[src/rtl/sdram_cmd_pkg.sv]
package sdram_cmd_pkg;

   typedef enum logic [2:0] {
      CMD_NONE,
      CMD_ACT,
      CMD_RD,
      CMD_WR,
      CMD_PRE,
      CMD_REF,
      CMD_MRS
   } cmd_e;

   // strobe order: row, column, write (all active low)
   function automatic cmd_e strobe_to_cmd(input logic [2:0] rcw);
      cmd_e c;
      case (rcw)
         3'b011:  c = CMD_ACT;
         3'b101:  c = CMD_RD;
         3'b100:  c = CMD_WR;
         3'b010:  c = CMD_PRE;
         3'b001:  c = CMD_REF;
         3'b000:  c = CMD_MRS;
         default: c = CMD_NONE;
      endcase
      return c;
   endfunction

endpackage

[src/rtl/sdram_cmd_decode.sv]
module sdram_cmd_decode
   import sdram_cmd_pkg::*;
(
   input  logic cke_i,
   input  logic cs_ni,
   input  logic ras_ni,
   input  logic cas_ni,
   input  logic we_ni,
   output cmd_e cmd_o
);

   always_comb begin
      if (cke_i && !cs_ni) cmd_o = strobe_to_cmd({ras_ni, cas_ni, we_ni});
      else                 cmd_o = CMD_NONE;
   end

endmodule

[src/rtl/sdram_bank_slot.sv]
module sdram_bank_slot #(
   parameter int ROW_W     = 12,
   parameter int BURST_LEN = 4
) (
   input  logic             clk_i,
   input  logic             rst_ni,
   input  logic             en_i,
   input  logic             act_i,
   input  logic [ROW_W-1:0] row_i,
   input  logic             pre_i,
   input  logic             ap_i,
   output logic             open_o,
   output logic [ROW_W-1:0] row_o
);

   localparam int CNT_W = $clog2(BURST_LEN + 1);

   logic [CNT_W-1:0] ap_cnt_q;

   always_ff @(posedge clk_i) begin
      if (!rst_ni) begin
         open_o   <= 1'b0;
         row_o    <= '0;
         ap_cnt_q <= '0;
      end else if (en_i) begin
         if (act_i) begin
            open_o   <= 1'b1;
            row_o    <= row_i;
            ap_cnt_q <= '0;
         end else if (pre_i) begin
            open_o   <= 1'b0;
            ap_cnt_q <= '0;
         end else if (ap_i) begin
            ap_cnt_q <= CNT_W'(BURST_LEN);
         end else if (ap_cnt_q != '0) begin
            ap_cnt_q <= ap_cnt_q - 1'b1;
            if (ap_cnt_q == CNT_W'(1)) open_o <= 1'b0;
         end
      end
   end

endmodule

[src/rtl/sdram_cmd_front.sv]
module sdram_cmd_front
   import sdram_cmd_pkg::*;
#(
   parameter int ADDR_W    = 12,
   parameter int BANK_W    = 2,
   parameter int COL_W     = 8,
   parameter int AP_BIT    = 10,
   parameter int BURST_LEN = 4
) (
   input  logic                              clk_i,
   input  logic                              rst_ni,
   input  logic                              cke_i,
   input  logic                              cs_ni,
   input  logic                              ras_ni,
   input  logic                              cas_ni,
   input  logic                              we_ni,
   input  logic [ADDR_W-1:0]                 addr_i,
   input  logic [BANK_W-1:0]                 ba_i,
   output logic                              act_o,
   output logic                              rd_o,
   output logic                              wr_o,
   output logic                              pre_o,
   output logic                              ref_o,
   output logic                              mrs_o,
   output logic                              autopre_o,
   output logic                              err_o,
   output logic [BANK_W-1:0]                 cmd_bank_o,
   output logic [COL_W-1:0]                  col_o,
   output logic [(1<<BANK_W)-1:0]            bank_open_o,
   output logic [(1<<BANK_W)*ADDR_W-1:0]     bank_row_o,
   output logic [ADDR_W-1:0]                 mode_o
);

   localparam int NB = 1 << BANK_W;

   if (AP_BIT >= ADDR_W) begin : g_bad_ap
      $error("AP_BIT must lie inside the address");
   end
   if (COL_W > AP_BIT) begin : g_bad_col
      $error("column field must sit below AP_BIT");
   end
   if (BURST_LEN < 1) begin : g_bad_bl
      $error("BURST_LEN must be at least 1");
   end
   if (BANK_W < 1) begin : g_bad_bw
      $error("BANK_W must be at least 1");
   end

   cmd_e            cmd;
   logic [NB-1:0]   open_vec;
   logic [NB-1:0]   bank_hit;
   logic            tgt_open, ap_flag, is_rw;
   logic            legal_act, legal_rw, legal_ref, bad_cmd;

   sdram_cmd_decode u_dec (
      .cke_i  (cke_i),
      .cs_ni  (cs_ni),
      .ras_ni (ras_ni),
      .cas_ni (cas_ni),
      .we_ni  (we_ni),
      .cmd_o  (cmd)
   );

   assign bank_hit  = NB'(1) << ba_i;
   assign tgt_open  = |(open_vec & bank_hit);
   assign ap_flag   = addr_i[AP_BIT];
   assign is_rw     = (cmd == CMD_RD) || (cmd == CMD_WR);
   assign legal_act = (cmd == CMD_ACT) && !tgt_open;
   assign legal_rw  = is_rw && tgt_open;
   assign legal_ref = (cmd == CMD_REF) && (open_vec == '0);
   assign bad_cmd   = ((cmd == CMD_ACT) && tgt_open) ||
                      (is_rw && !tgt_open) ||
                      ((cmd == CMD_REF) && (open_vec != '0));

   for (genvar b = 0; b < NB; b++) begin : g_bank
      sdram_bank_slot #(
         .ROW_W     (ADDR_W),
         .BURST_LEN (BURST_LEN)
      ) u_slot (
         .clk_i  (clk_i),
         .rst_ni (rst_ni),
         .en_i   (cke_i),
         .act_i  (legal_act && bank_hit[b]),
         .row_i  (addr_i),
         .pre_i  ((cmd == CMD_PRE) && (ap_flag || bank_hit[b])),
         .ap_i   (legal_rw && ap_flag && bank_hit[b]),
         .open_o (open_vec[b]),
         .row_o  (bank_row_o[b*ADDR_W +: ADDR_W])
      );
   end

   assign bank_open_o = open_vec;

   always_ff @(posedge clk_i) begin
      if (!rst_ni) begin
         act_o      <= 1'b0;
         rd_o       <= 1'b0;
         wr_o       <= 1'b0;
         pre_o      <= 1'b0;
         ref_o      <= 1'b0;
         mrs_o      <= 1'b0;
         autopre_o  <= 1'b0;
         err_o      <= 1'b0;
         cmd_bank_o <= '0;
         col_o      <= '0;
         mode_o     <= '0;
      end else begin
         act_o     <= legal_act;
         rd_o      <= legal_rw && (cmd == CMD_RD);
         wr_o      <= legal_rw && (cmd == CMD_WR);
         pre_o     <= (cmd == CMD_PRE);
         ref_o     <= legal_ref;
         mrs_o     <= (cmd == CMD_MRS);
         autopre_o <= legal_rw && ap_flag;
         err_o     <= bad_cmd;
         if (legal_rw) begin
            col_o      <= addr_i[COL_W-1:0];
            cmd_bank_o <= ba_i;
         end
         if (cmd == CMD_MRS) mode_o <= addr_i;
      end
   end

endmodule

[config.mk]
export PLATFORM = sky130hd
export DESIGN_NAME = sdram_cmd_front
export DESIGN_NICKNAME = d
export VERILOG_FILES = /design/src/rtl/sdram_cmd_pkg.sv /design/src/rtl/sdram_cmd_decode.sv /design/src/rtl/sdram_bank_slot.sv /design/src/rtl/sdram_cmd_front.sv
export SDC_FILE = /design/constraint.sdc
export NUM_CORES = 1
export LEC_CHECK = 0
export ABC_CLOCK_PERIOD_IN_PS = 2400
export BUFFER_PORTS_ARGS = -buffer_cell sky130_fd_sc_hd__buf_2
export CORE_UTILIZATION = 50
export DETAILED_ROUTE_END_ITERATION = 8
export PLACE_DENSITY_LB_ADDON = 0.3
export SYNTH_ARGS = -nofsm -noshare
export SYNTH_HDL_FRONTEND = slang
export SYNTH_SLANG_ARGS = --single-unit
[constraint.sdc]
create_clock -name clk_i -period 2.4 [get_ports clk_i]
set_input_delay 0 -clock clk_i [delete_from_list [all_inputs] [get_ports clk_i]]
set_output_delay 0 -clock clk_i [all_outputs]
set_load 0.1 [all_outputs]
== After elaboration in Yosys (flattened, before gate mapping) ==
Index checks and enable logic that the tools add are counted.

* Add/subtract/negate cells: 4
* Eq/ne operators: 19
* Shifts and indexed selects: 1
* Mux-type cells: 38
* Bitwise logic cells: 1
* Reductions and logical operators: 63

{| class="wikitable"
|+ Operators by type and width
! cell !! count
|-
| $mux 3 || 17
|-
| $reduce_bool 3->1 || 12
|-
| $logic_and 1x1->1 || 22
|-
| $mux 1 || 20
|-
| $reduce_bool 4->1 || 5
|-
| $eq 3x1->1 const B || 6
|-
| $pmux 3 s6 || 1
|-
| $reduce_and 2->1 || 8
|-
| $reduce_and 4->1 || 4
|-
| $eq 3x3->1 const B || 5
|-
| $eq 3x2->1 const B || 4
|-
| $ne 3x1->1 const B || 4
|-
| $sub 3x1->3 const B || 4
|-
| $logic_or 1x1->1 || 7
|-
| $and 4x4->4 || 1
|-
| $logic_not 4->1 || 1
|-
| $reduce_or 4->1 || 1
|-
| $shl 1x2->4 const A || 1
|-
| $logic_not 3->1 || 1
|-
| $logic_not 1->1 || 2
|}

* Bits in registers: 94
* Input bits: 21
* Output and inout bits: 82
* Logic and storage cells: 149

== Depth between registers and ports, before layout ==
* Word-level depth: 11
* Mapped depth: 8
* Depth with buffers taken out: 6

== Hierarchy ==
A second synthesis with hierarchy kept.

* Cells, all modules: 477
* Area total of the unflattened synthesis: 4204.0 sq um

{| class="wikitable"
|+ By module, submodules not included
! module !! instances !! cells each !! area an instance (sq um) !! sequential area each (sq um)
|-
| sdram_bank_slot || 4 || 80 || 704.4 || 320.3
|-
| sdram_cmd_front || 1 || 151 || 1343.8 || 600.6
|-
| sdram_cmd_decode || 1 || 6 || 42.5 || 0.0
|}

== Least setup slack after synthesis ==
Ideal clock, no wire load.

* Kind: register to register
* From: reg g_bank[3].u_slot.open_o
* To: reg g_bank[1].u_slot.row_o[10]
* Library setup time: 0.128 ns
* Data arrival time: 1.769 ns
* Data required time: 2.272 ns
* Path slack: 0.504 ns
* Cell stages (with the launch flop): 6
* Buffers on the path: 1
* Period minus slack after synthesis: 1.896 ns
* Cell sequence: dfxtp_1 -> mux4_2 -> nor4b_4 -> buf_6 -> mux2i_1 -> nor2_1

* Word-level cells in the longest chain between the ends: 6

{| class="wikitable"
|+ Ends and longest elaborated chain
! what !! RTL line !! text
|-
| start, declared || sdram_bank_slot.sv:12 || <nowiki>output logic open_o,</nowiki>
|-
| start signal, assigned || sdram_bank_slot.sv:22 || <nowiki>open_o <= 1'b0;</nowiki>
|-
| start signal, assigned || sdram_bank_slot.sv:27 || <nowiki>open_o <= 1'b1;</nowiki>
|-
| start signal, assigned || sdram_bank_slot.sv:31 || <nowiki>open_o <= 1'b0;</nowiki>
|-
| $and 4x4->4 || sdram_cmd_front.sv:65 || <nowiki>assign tgt_open = |(open_vec & bank_hit);</nowiki>
|-
| $reduce_or 4->1 || sdram_cmd_front.sv:65 ||
|-
| $logic_not 1->1 || sdram_cmd_front.sv:68 || <nowiki>assign legal_act = (cmd == CMD_ACT) && !tgt_open;</nowiki>
|-
| $logic_and 1x1->1 || sdram_cmd_front.sv:68 ||
|-
| $logic_and 1x1->1 || sdram_cmd_front.sv:83 || <nowiki>.act_i (legal_act && bank_hit[b]),</nowiki>
|-
| $reduce_and 2->1 (no line) || -- ||
|-
| end signal, assigned || sdram_bank_slot.sv:28 || <nowiki>row_o <= row_i;</nowiki>
|-
| end, declared || sdram_bank_slot.sv:13 || <nowiki>output logic [ROW_W-1:0] row_o</nowiki>
|}

Every way passes these cells.
A chain may end at the register's enable or synchronous reset.

== Worst setup path after layout ==
* From: in ba_i[0]
* To: reg g_bank[1].u_slot.row_o[11]

* Word-level cells in the longest chain between the ends: 7

{| class="wikitable"
|+ Ends and longest elaborated chain
! what !! RTL line !! text
|-
| start, declared || sdram_cmd_front.sv:18 || <nowiki>input logic [BANK_W-1:0] ba_i,</nowiki>
|-
| $shl 1x2->4 (*) || sdram_cmd_front.sv:64 || <nowiki>assign bank_hit = NB'(1) << ba_i;</nowiki>
|-
| $and 4x4->4 || sdram_cmd_front.sv:65 ||
|-
| $reduce_or 4->1 || sdram_cmd_front.sv:65 ||
|-
| $logic_not 1->1 || sdram_cmd_front.sv:68 ||
|-
| $logic_and 1x1->1 || sdram_cmd_front.sv:68 ||
|-
| $logic_and 1x1->1 (*) || sdram_cmd_front.sv:83 ||
|-
| $reduce_and 2->1 (no line) (*) || -- ||
|}

Mark *: on every way between the ends. The rest lies on a longest branch, timed or not.

==> run metrics <==
TritonCTS clock tree=done; Slew HR=0.550; measured slew at the worst slew-check pin=0.674 ns; Area Growth Syn to Fin=23.2%; GR Overflow Total=0; Crit path required time=2.64 ns; Yosys cell types=52; PnR worst setup slack=0.369 ns; fillers=688; Pre-Repair DR Iteration Count=4; register bit count reported by yosys=94; vias=3524; CTS root buffer=clkbuf_8; Die Wd=91.6 um; crit share post-route=0.846; core footprint=0.00777 mm^2; first-pass GRT wire length=16400 um; setup TNS=0 ns; Slew Limit Fails=0; Post-Synthesis Cells=445; Critical Path Fanout Max=14; Tot GR Track Use=0.249; sequential area share after synthesis=0.468; vias per cell=5.34; syn_nets=478; Post-Syn Area=0.00402 mm^2; initial core utilization=0.517; Final Setup Violations=0; Top FF cell, synth=dfxtp_1; final net count=586; final hold vios=0; die height=91.6 um; final non-filler cell total=660; buffers added on ports=102; vias in the first global route=3446; crit start category=primary input; worst skew pair latency=0.36 ns; total power draw=3340 uW; Clock Sinks=94; crit path time final=2.03 ns; Leak=0.00228 uW; max-cap viol count=0; Max clock buf depth=2; VDD IR-drop max=439 uV; critical path class=primary input to flip-flop; number of H-tree levels=3; CTS Buf Count=9; # IOs=103; cts repair resizes=0; status=finished clean; ANT cells=0; drc violations=0; share of cells above drive strength 1=0.247; share of flip-flops with an asynchronous set or reset=0; RD Place Congestion=0.832; Synth Warn #=0; Worst-path clk slew=0.09 ns; hold path startpoint=addr_i[10]; Critical Path AT=2.27 ns; HP Class=primary input to flip-flop; power density cells=675 mW/mm^2; RSZ-0062 raised after global routing=no; EDFF count, synth=0; pin count of the biggest net entering global routing=42; wire length per cell=15.4 um; First DRT Iteration DRCs=132; syn_area_per_cell=9.03 um^2; # rows=32; clk_skew=0.0100 ns; critical path launch point=ba_i[0]; Max Clk Rate=0.492 GHz; initial antenna violation count=0; Crit Reg-Reg Startpoint=g_bank[3].u_slot.open_o; pre-CTS WS=0.444 ns; post-route ant nets=0; DRT Wirelength=10200 um; dpl hpwl=7030 um; die area=0.00840 mm^2; CP endpoint kind=flip-flop; Placed Instances=628
power by group:
group / total [uW] / internal, uW / switching, uW
registers: 1650 / 1610 / 37.8
logic: 556 / 209 / 347
clock network: 1130 / 586 / 547
total: 3340 / 2410 / 932
cell usage after synthesis, drive strengths merged, types with 3 or more instances:
library cell	instances	area [um^2]
and3	4	26.3
nor3	9	45.0
a31oi	5	31.3
nand2b	5	33.8
mux2i	49	490
ha	12	150
nor2	59	221
nand4	6	37.5
nand3	4	20.0
nand4b	3	26.3
nand2	64	240
a21oi	38	190
dfxtp	94	1880
nor4	3	18.8
buf	16	104
inv	14	52.6
clkbuf	15	57.6
o21ai	3	15.0
o31ai	4	30.0
nor2b	5	31.3
path summary, 6_finish.rpt:
path,end,slack [ns],depth (start not counted)
min,mode_o[10],0.07,3
max reg2reg,g_bank[1].u_slot.row_o[11],0.41,5
min reg2reg,col_o[3],0.46,2
max,g_bank[1].u_slot.row_o[11],0.37,7
flip-flops by register name, indices dropped and copies added (netlist names):
register	count
g_bank.u_slot.row_o	48
g_bank.u_slot.ap_cnt_q	12
mode_o	12
col_o	8
g_bank.u_slot.open_o	4
cmd_bank_o	2
act_o	1
autopre_o	1
err_o	1
mrs_o	1
pre_o	1
rd_o	1
ref_o	1
wr_o	1
critical path, cell delays in order:
cell,delay [ns]
dlygate4sd3_1,0.52
buf_2,0.22
mux4_2,0.64
nor4b_4,0.28
buf_4,0.30
mux2i_1,0.24
nor2_1,0.06
layout by cell type (no fill, tap or decap), drive strengths merged, types with 2 or more instances in the layout:
| cell | n |
|---|---|
| a211oi | 2 |
| a21oi | 38 |
| a311oi | 2 |
| a31oi | 5 |
| and2 | 2 |
| and3 | 4 |
| buf | 112 |
| bufinv | 2 |
| clkbuf | 10 |
| clkinv | 4 |
| dfxtp | 94 |
| dlygate4sd3 | 16 |
| ha | 12 |
| inv | 15 |
| mux2i | 49 |
| nand2 | 64 |
| nand2b | 5 |
| nand3 | 4 |
| nand4 | 6 |
| nand4b | 3 |
| nor2 | 59 |
| nor2b | 5 |
| nor3 | 9 |
| nor4 | 3 |
| nor4b | 2 |
| nor4bb | 2 |
| o21ai | 3 |
| o22ai | 2 |
| o2bb2ai | 2 |
| o311ai | 2 |
| o31ai | 4 |
| or4 | 2 |
per-layer routing:
| layer | wire, um | vias up | track usage |
|---|---|---|---|
| li1 | - | 1744 | - |
| met1 | 4070 | 1635 | 0.281 |
| met2 | 5060 | 130 | 0.444 |
| met3 | 860 | 15 | 0.0755 |
| met4 | 192 | 0 | 0.0860 |
| met5 | 0 | - | 0 |
logic make-up after synthesis:
group                    after synthesis  share of synthesized area
AND/OR/NAND/NOR                      173                      0.206
adder cells (fa/ha/maj)               12                     0.0374
buffers and inverters                 47                     0.0551
multiplexers                          50                      0.128
flip-flops                            94                      0.468
AO/OA/AOI/OAI                         69                      0.106
through the flow:
step | util | area [um^2] | hold WS, ns
2_1_floorplan | - | 4020 | 0.0766
3_3_place_gp | 0.589 | 4580 | 0.274
3_5_place_dp | 0.589 | 4580 | 0.281
4_1_cts | 0.637 | 4950 | 0.0435
5_1_grt | 0.637 | 4950 | 0.0619
6_report | 0.637 | 4950 | 0.0652
what timing repair did:
item | in CTS | in global routing
endpoints found under the hold margin | 55 | 0
setup buffers | 0 | 0
hold buffers | 16 | 0
area by class of cell:
class | count | area (um^2) | share of cell area
Inverter | 16 | 60.1 | 0.0121
Tap cell | 102 | 128 | 0.0258
Clock buffer | 10 | 128 | 0.0258
Multi-Input combinational cell | 304 | 1920 | 0.388
Clock inverter | 6 | 86.3 | 0.0174
Sequential cell | 94 | 1880 | 0.380
Timing Repair Buffer | 128 | 746 | 0.151
Note: power is estimated with default switching activity, not from simulation.
